## src/rtl/irq_entry_pkg.sv

```systemverilog
package irq_entry_pkg;

    localparam int IRQ_W      = 8;
    localparam int WORD_W     = 32;
    localparam int PCW        = WORD_W - 2;

    // Status word field positions
    localparam int SR_CUR_BIT  = 0;
    localparam int SR_PREV_BIT = 2;
    localparam int SR_OLD_BIT  = 4;
    localparam int SR_MASK_LSB = 8;
    localparam int SR_MASK_MSB = SR_MASK_LSB + IRQ_W - 1;

    // Cause word: raw request lines sit at the same place as the mask
    localparam int CAUSE_LSB   = SR_MASK_LSB;

    typedef struct packed {
        logic old_en;
        logic prev_en;
        logic cur_en;
    } ie_stack_t;

    typedef struct packed {
        logic [IRQ_W-1:0] mask;
        ie_stack_t        ie;
    } status_t;

    function automatic ie_stack_t ie_push(input ie_stack_t s);
        ie_stack_t r;
        r.old_en  = s.prev_en;
        r.prev_en = s.cur_en;
        r.cur_en  = 1'b0;
        return r;
    endfunction

    function automatic ie_stack_t ie_pop(input ie_stack_t s);
        ie_stack_t r;
        r.old_en  = s.old_en;
        r.prev_en = s.old_en;
        r.cur_en  = s.prev_en;
        return r;
    endfunction

    function automatic status_t sr_decode(input logic [WORD_W-1:0] d);
        status_t r;
        r.mask       = d[SR_MASK_MSB:SR_MASK_LSB];
        r.ie.cur_en  = d[SR_CUR_BIT];
        r.ie.prev_en = d[SR_PREV_BIT];
        r.ie.old_en  = d[SR_OLD_BIT];
        return r;
    endfunction

    function automatic logic [WORD_W-1:0] sr_encode(input status_t s);
        logic [WORD_W-1:0] r;
        r                          = '0;
        r[SR_MASK_MSB:SR_MASK_LSB] = s.mask;
        r[SR_CUR_BIT]              = s.ie.cur_en;
        r[SR_PREV_BIT]             = s.ie.prev_en;
        r[SR_OLD_BIT]              = s.ie.old_en;
        return r;
    endfunction

endpackage

```

## src/rtl/irq_gate.sv

```systemverilog
module irq_gate
    import irq_entry_pkg::*;
(
    input  logic             rst,
    input  logic             hold,
    input  logic [IRQ_W-1:0] mask,
    input  logic             cur_en,
    input  logic [IRQ_W-1:0] irq_lines,
    input  logic             mark_now,
    input  logic             mark_prev,
    output logic             take
);

    logic [IRQ_W-1:0] hit;

    for (genvar i = 0; i < IRQ_W; i++) begin : g_line
        assign hit[i] = mask[i] & irq_lines[i];
    end

    logic pending;
    logic blocked;

    assign pending = (|hit) & cur_en;
    assign blocked = rst | hold | mark_now | mark_prev;
    assign take    = pending & ~blocked;

endmodule

```

## src/rtl/irq_status_regs.sv

```systemverilog
module irq_status_regs
    import irq_entry_pkg::*;
(
    input  logic              clk,
    input  logic              rst,
    input  logic              hold,
    input  logic              rfe_en,
    input  logic              sr_wr_en,
    input  logic [WORD_W-1:0] sr_wr_data,
    input  logic              take,
    output status_t           status_q
);

    status_t status_d;

    // Order inside one cycle: pop, then write, then push on entry.
    always_comb begin
        status_d = status_q;
        if (rfe_en) begin
            status_d.ie = ie_pop(status_d.ie);
        end
        if (sr_wr_en) begin
            status_d = sr_decode(sr_wr_data);
        end
        if (take) begin
            status_d.ie = ie_push(status_d.ie);
        end
    end

    always_ff @(posedge clk) begin
        if (rst) begin
            status_q <= '0;
        end else if (!hold) begin
            status_q <= status_d;
        end
    end

endmodule

```

## src/rtl/irq_epc_reg.sv

```systemverilog
module irq_epc_reg
    import irq_entry_pkg::*;
(
    input  logic           clk,
    input  logic           rst,
    input  logic           hold,
    input  logic           take,
    input  logic [PCW-1:0] next_pc,
    output logic [PCW-1:0] epc_q
);

    always_ff @(posedge clk) begin
        if (rst) begin
            epc_q <= '0;
        end else if (!hold && take) begin
            epc_q <= next_pc;
        end
    end

endmodule

```

## src/rtl/irq_entry_unit.sv

```systemverilog
module irq_entry_unit
    import irq_entry_pkg::*;
#(
    parameter logic [31:0] HANDLER_ADDR = 32'h2000_00C0
) (
    input  logic        clk,
    input  logic        rst,
    input  logic        hold,
    input  logic [7:0]  irq_lines,
    input  logic [29:0] next_pc,
    input  logic        delay_slot_mark,
    input  logic        sr_wr_en,
    input  logic [31:0] sr_wr_data,
    input  logic        rfe_en,
    output logic        redirect,
    output logic [29:0] fetch_pc,
    output logic [31:0] rd_status,
    output logic [31:0] rd_cause,
    output logic [31:0] rd_epc
);

    localparam logic [PCW-1:0] HANDLER_WORD = HANDLER_ADDR[WORD_W-1:2];

    status_t        status_q;
    logic [PCW-1:0] epc_q;
    logic           mark_q;
    logic           take;

    // Delay-slot mark remembered for one cycle
    always_ff @(posedge clk) begin
        if (rst) begin
            mark_q <= 1'b0;
        end else if (!hold) begin
            mark_q <= delay_slot_mark;
        end
    end

    irq_gate u_gate (
        .rst       (rst),
        .hold      (hold),
        .mask      (status_q.mask),
        .cur_en    (status_q.ie.cur_en),
        .irq_lines (irq_lines),
        .mark_now  (delay_slot_mark),
        .mark_prev (mark_q),
        .take      (take)
    );

    irq_status_regs u_status (
        .clk        (clk),
        .rst        (rst),
        .hold       (hold),
        .rfe_en     (rfe_en),
        .sr_wr_en   (sr_wr_en),
        .sr_wr_data (sr_wr_data),
        .take       (take),
        .status_q   (status_q)
    );

    irq_epc_reg u_epc (
        .clk     (clk),
        .rst     (rst),
        .hold    (hold),
        .take    (take),
        .next_pc (next_pc),
        .epc_q   (epc_q)
    );

    always_comb begin
        rd_cause                            = '0;
        rd_cause[CAUSE_LSB +: IRQ_W]        = irq_lines;
    end

    assign redirect  = take;
    assign fetch_pc  = take ? HANDLER_WORD : next_pc;
    assign rd_status = sr_encode(status_q);
    assign rd_epc    = {epc_q, 2'b00};

endmodule

```

## config.mk

```make
export PLATFORM = sky130hd
export DESIGN_NAME = irq_entry_unit
export DESIGN_NICKNAME = d
export VERILOG_FILES = /design/src/rtl/irq_entry_pkg.sv /design/src/rtl/irq_gate.sv /design/src/rtl/irq_status_regs.sv /design/src/rtl/irq_epc_reg.sv /design/src/rtl/irq_entry_unit.sv
export SDC_FILE = /design/constraint.sdc
export NUM_CORES = 1
export LEC_CHECK = 0
export BUFFER_PORTS_ARGS = -buffer_cell sky130_fd_sc_hd__buf_4
export CAP_MARGIN = 20
export CORE_MARGIN = 4
export CORE_UTILIZATION = 41
export DETAILED_ROUTE_END_ITERATION = 6
export GPL_TIMING_DRIVEN = 0
export PLACE_DENSITY = 0.85
export SYNTH_ARGS = -nofsm -noshare
export SYNTH_HDL_FRONTEND = slang
export SYNTH_SLANG_ARGS = --single-unit
```

## constraint.sdc

```tcl
create_clock -name clk -period 2.1 [get_ports clk]
set_input_delay 0.315 -clock clk [delete_from_list [all_inputs] [get_ports clk]]
set_output_delay 0.315 -clock clk [all_outputs]
set_load 0.02 [all_outputs]
```

# Word-level counts from Yosys, hierarchy flattened
# Index checks and enable logic that the tools add are counted.
[op_classes]
bitwise_logic = 15
muxes = 4
n_reduce_logical = 6
[ops]
columns = ["cell", "n"]
rows = [
  ["30-bit two-way mux", 1],
  ["1-bit AND", 10],
  ["8-bit OR reduction", 1],
  ["3-bit two-way mux", 2],
  ["2-bit AND reduction", 2],
  ["1-bit OR", 3],
  ["2-bit two-way mux", 1],
  ["1-bit NOT", 2],
  ["2-bit nonzero test", 1],
  ["1-bit logical AND", 1],
  ["1-bit zero test", 1],
]
[word_totals]
input_bits = 76
word_cells = 31
output_inout_bits = 127
reg_bits = 42

# Longest topological paths before layout
[depth]
depth_word = 7
mapped_depth = 7
depth_no_buf = 4

# Cells and area by module
# From an unflattened synthesis, not the netlist that was laid out.
[unflattened]
hier_cells = 283
hier_area_um2 = 2561.2
[by_module_without_submodules]
columns = ["module", "area_per_inst_um2", "n_inst", "cells_each", "seq_area_each_um2"]
rows = [
  ["irq_epc_reg", 1367.6, 1, 136, 600.6],
  ["irq_entry_unit", 659.4, 1, 92, 20.0],
  ["irq_status_regs", 479.2, 1, 48, 220.2],
  ["irq_gate", 55.1, 1, 7, 0.0],
]

# Worst setup path before layout
# OpenSTA, ideal clock, no wires.
[synth_path]
path_kind = "reg2out"
startpoint = "reg u_status.status_q[9] (netlist name)"
endpoint = "out fetch_pc[10]"
arrival_time_ns = 1.284
required_ns = 1.785
path_buffers = 1
path_stages_with_launch = 6
setup_slack_ns = 0.501
cell_sequence = "dfxtp_1 -> a22oi_2 -> nand4_2 -> nand2_4 -> clkbuf_2 -> and2_1"
[synth_via]
elab_chain_cells = 5
[synth_lines]
columns = ["element", "line", "source"]
rows = [
  ["1-bit AND", "irq_gate.sv:17", "assign hit[i] = mask[i] & irq_lines[i];"],
  ["8-bit OR reduction", "irq_gate.sv:23", "assign pending = (|hit) & cur_en;"],
  ["1-bit AND", "irq_gate.sv:23", ""],
  ["1-bit AND", "irq_gate.sv:25", "assign take = pending & ~blocked;"],
  ["30-bit two-way mux", "irq_entry_unit.sv:75", "assign fetch_pc = take ? HANDLER_WORD : next_pc;"],
  ["end: declaration", "irq_entry_unit.sv:16", "output logic [29:0] fetch_pc,"],
]
# No other way between the ends.

# Final worst setup path
[layout_path]
startpoint = "reg u_status.status_q[7] (netlist name)"
endpoint = "out fetch_pc[12]"
[layout_via]
elab_chain_cells = 5
[layout_lines]
columns = ["element", "line"]
rows = [
  ["1-bit AND", "irq_gate.sv:17"],
  ["8-bit OR reduction", "irq_gate.sv:23"],
  ["1-bit AND", "irq_gate.sv:23"],
  ["1-bit AND", "irq_gate.sv:25"],
  ["30-bit two-way mux", "irq_entry_unit.sv:75"],
]
# No other way between the ends.

==> impl_metrics.json <==
{
  "grt_pass1_vias": 2447,
  "start_util_pct": 42.9,
  "synth-main-ff-cell": "dfxtp_1",
  "drive_above_1_share_pct": 45.0,
  "first_iter_violations": 62,
  "pin_count": 203,
  "crit_chain": "a22oi_2 > nand4_4 > nand2_4 > clkbuf_2 > and2_1 > buf_4",
  "peakVddDrop_mv": 0.348,
  "nFillCells": 492,
  "routedWlPerCell_um": 12.9,
  "placed_cell_area_um2": 3650,
  "antenna_cells": 0,
  "cts_tree": "done",
  "yosys-mux-area-fraction_pct": 1.73,
  "grt_pass1_wl_mm": 11.2,
  "path_clk_slew_ns": 0.08,
  "worstSkewPairLatency_ns": 0.29,
  "drv_cap": 0,
  "cts_num_sinks": 42,
  "ys_ff_latch": 42,
  "crit_fanout": 10,
  "slowest_delay_ns": 0.34,
  "synth-xor-area-share_pct": 0,
  "rows": 27,
  "synth_top_family_by_area": "buffers and inverters",
  "critPathSlowestCell": "dfxtp_1",
  "cp-end-kind": "output port",
  "synth_top_area_cell": "dfxtp_1",
  "leakage_nw": 1.84,
  "critPathKind": "register to output port",
  "nNetsFinal": 562,
  "finalCritPeriodShare_pct": 96.5,
  "ys.warnings.count": 0,
  "die_x_um": 84.4,
  "synth-seq-area-share_pct": 35.1,
  "synth.most_common_cell": "buf_4",
  "synth_edf_count": 0,
  "synth_cells": 299,
  "clk_path_buf_depth": 2,
  "die_area_um2": 7120,
  "arrival_ns": 1.71,
  "drtPass1Iterations": 4,
  "synth.avg_cell_area_um2": 8.00,
  "setup-violations-final": 0,
  "synth_compound_area_share_pct": 18.0,
  "synth_cell_types": 32,
  "synth.area.top_cells": "dfxtp_1 (35%), buf_4 (19%), a21oi_1 (8.2%), and2_1 (7.1%), nand3_1 (6.5%)",
  "grt_max_degree": 14,
  "die_y_um": 84.4,
  "syn_to_final_growth_pct": 58.1,
  "via_count": 2547,
  "cts-root-buf": "clkbuf_8",
  "fin_tns_setup_ns": 0,
  "synthSimpleGateAreaFrac_pct": 21.6,
  "cts_hold_buf": 0,
  "portBuffers": 132,
  "required_ns": 1.78,
  "power.density_nw_per_um2": 534,
  "fin_crit_ns": 2.03,
  "antenna_found_initial": 0,
  "gr-usage-all-layers_pct": 18.8,
  "final_area_um2": 3780,
  "gp_congestion": 0.798,
  "synthAdderAreaFrac_pct": 0,
  "status": "completed",
  "h-tree-depth": 2,
  "max_freq_ghz": 0.493,
  "start_kind": "register",
  "syn_area_um2": 2390,
  "drtAntennaViolNets": 0,
  "numCtsBuffers": 5,
  "drv_slew": 0,
  "postRouteWirelength_mm": 7.21,
  "vias_per_cell": 4.56,
  "overflow": 0,
  "ys_top_cells_by_count": "buf_4 (60), dfxtp_1 (42), a21oi_1 (39)",
  "core-area_um2": 5570,
  "dp_hpwl_mm": 5.79,
  "route.detailed.drc": 0,
  "hold_class": "input pin to register",
  "final_hold_viol_count": 0,
  "synth-async-reset-ratio_pct": 0,
  "yosysTopAreaCellShare_pct": 35.1,
  "finalClockSkew_ns": 0.00891
}
==> final cells by class <==
class	instances	area [µm²]	share of cell area, %
Multi-Input combinational cell	222	1170	31.1
Timing Repair Buffer	134	1010	26.6
Sequential cell	42	841	22.2
Buffer	80	557	14.7
Tap cell	72	90.1	2.38
Clock buffer	6	72.6	1.92
Clock inverter	2	37.5	0.992
Inverter	1	3.75	0.0992
==> layout by cell type, fill, tap and decap left out, types with 2 or more instances in the layout <==
master / instances
a21oi_1: 39
a22oi_2: 4
and2_1: 27
buf_2: 3
buf_4: 194
buf_6: 3
clkbuf_1: 12
clkbuf_8: 5
conb_1: 47
dfxtp_1: 42
mux2i_1: 3
nand2_1: 20
nand2b_1: 4
nand3_1: 31
nor2_1: 2
nor2b_1: 2
o21ai_0: 26
o21ai_1: 5
==> through the flow <==
stage | total power [mW] | worst slack [ns] | util (%) | hold slack (ns) | cells
final | 2.02 | 0.0726 | 67.9 | 0.263 | 559
after detailed placement | 1.39 | 0.162 | 65.4 | 0.468 | 549
after global routing | 2.11 | -0.0121 | 67.9 | 0.254 | 559
after floorplan | 1.19 | 0.501 | - | 0.451 | 345
after global placement | 1.39 | 0.171 | 65.4 | 0.461 | 549
after CTS | 2.02 | 0.0318 | 67.5 | 0.257 | 557
==> kinds of logic (layout without fill, tap and decap cells) <==
| logic type | count (synthesis) | count (layout) |
|---|---|---|
| other | 1 | 47 |
| and+or+nand+nor | 94 | 94 |
| buffers and inverters | 81 | 223 |
| AOI/OAI and AO/OA | 77 | 77 |
| DFF | 42 | 42 |
| muxes | 4 | 4 |
==> flip-flops by register name, indices dropped and copies added (netlist names) <==
signal             cells
u_status.status_q     11
mark_q                 1
u_epc.epc_q           30
==> critical path: cells and delay by family, from the launching register on <==
family / cells / cell delay [ns]
and+or+nand+nor: 3 / 0.48
buffers and inverters: 2 / 0.34
AOI/OAI and AO/OA: 1 / 0.27
DFF: 1 / 0.34
==> power breakdown <==
group / internal [mW] / switching, mW
combinational: 0.257 / 0.310
clock: 0.355 / 0.278
sequential: 0.809 / 0.0110
total: 1.42 / 0.599
==> worst paths after layout <==
path	cells past startpoint	start	endpoint	slack (ns)
hold / removal	2	rst	u_status.status_q[2]	0.26
hold reg to reg	2	u_epc.epc_q[2]	u_epc.epc_q[2]	0.48
setup / recovery	6	u_status.status_q[7]	fetch_pc[12]	0.07
setup reg to reg	6	u_status.status_q[7]	u_epc.epc_q[13]	0.53
==> layer usage <==
layer  track usage (%)  share of wire, %  up-vias
met1              20.0                37     1160
met5                 0                 0        -
met4              3.45              0.57        0
met2              35.9                53      106
li1                  -                 -     1276
met3              6.38               9.4        5
==> repair_timing <==
item	4_1_cts	5_1_grt
setup endpoints to repair	9	15
setup buffers	0	2
pin swaps	0	3
gates resized for setup	1	1
Power figures use the tool's default switching activity.
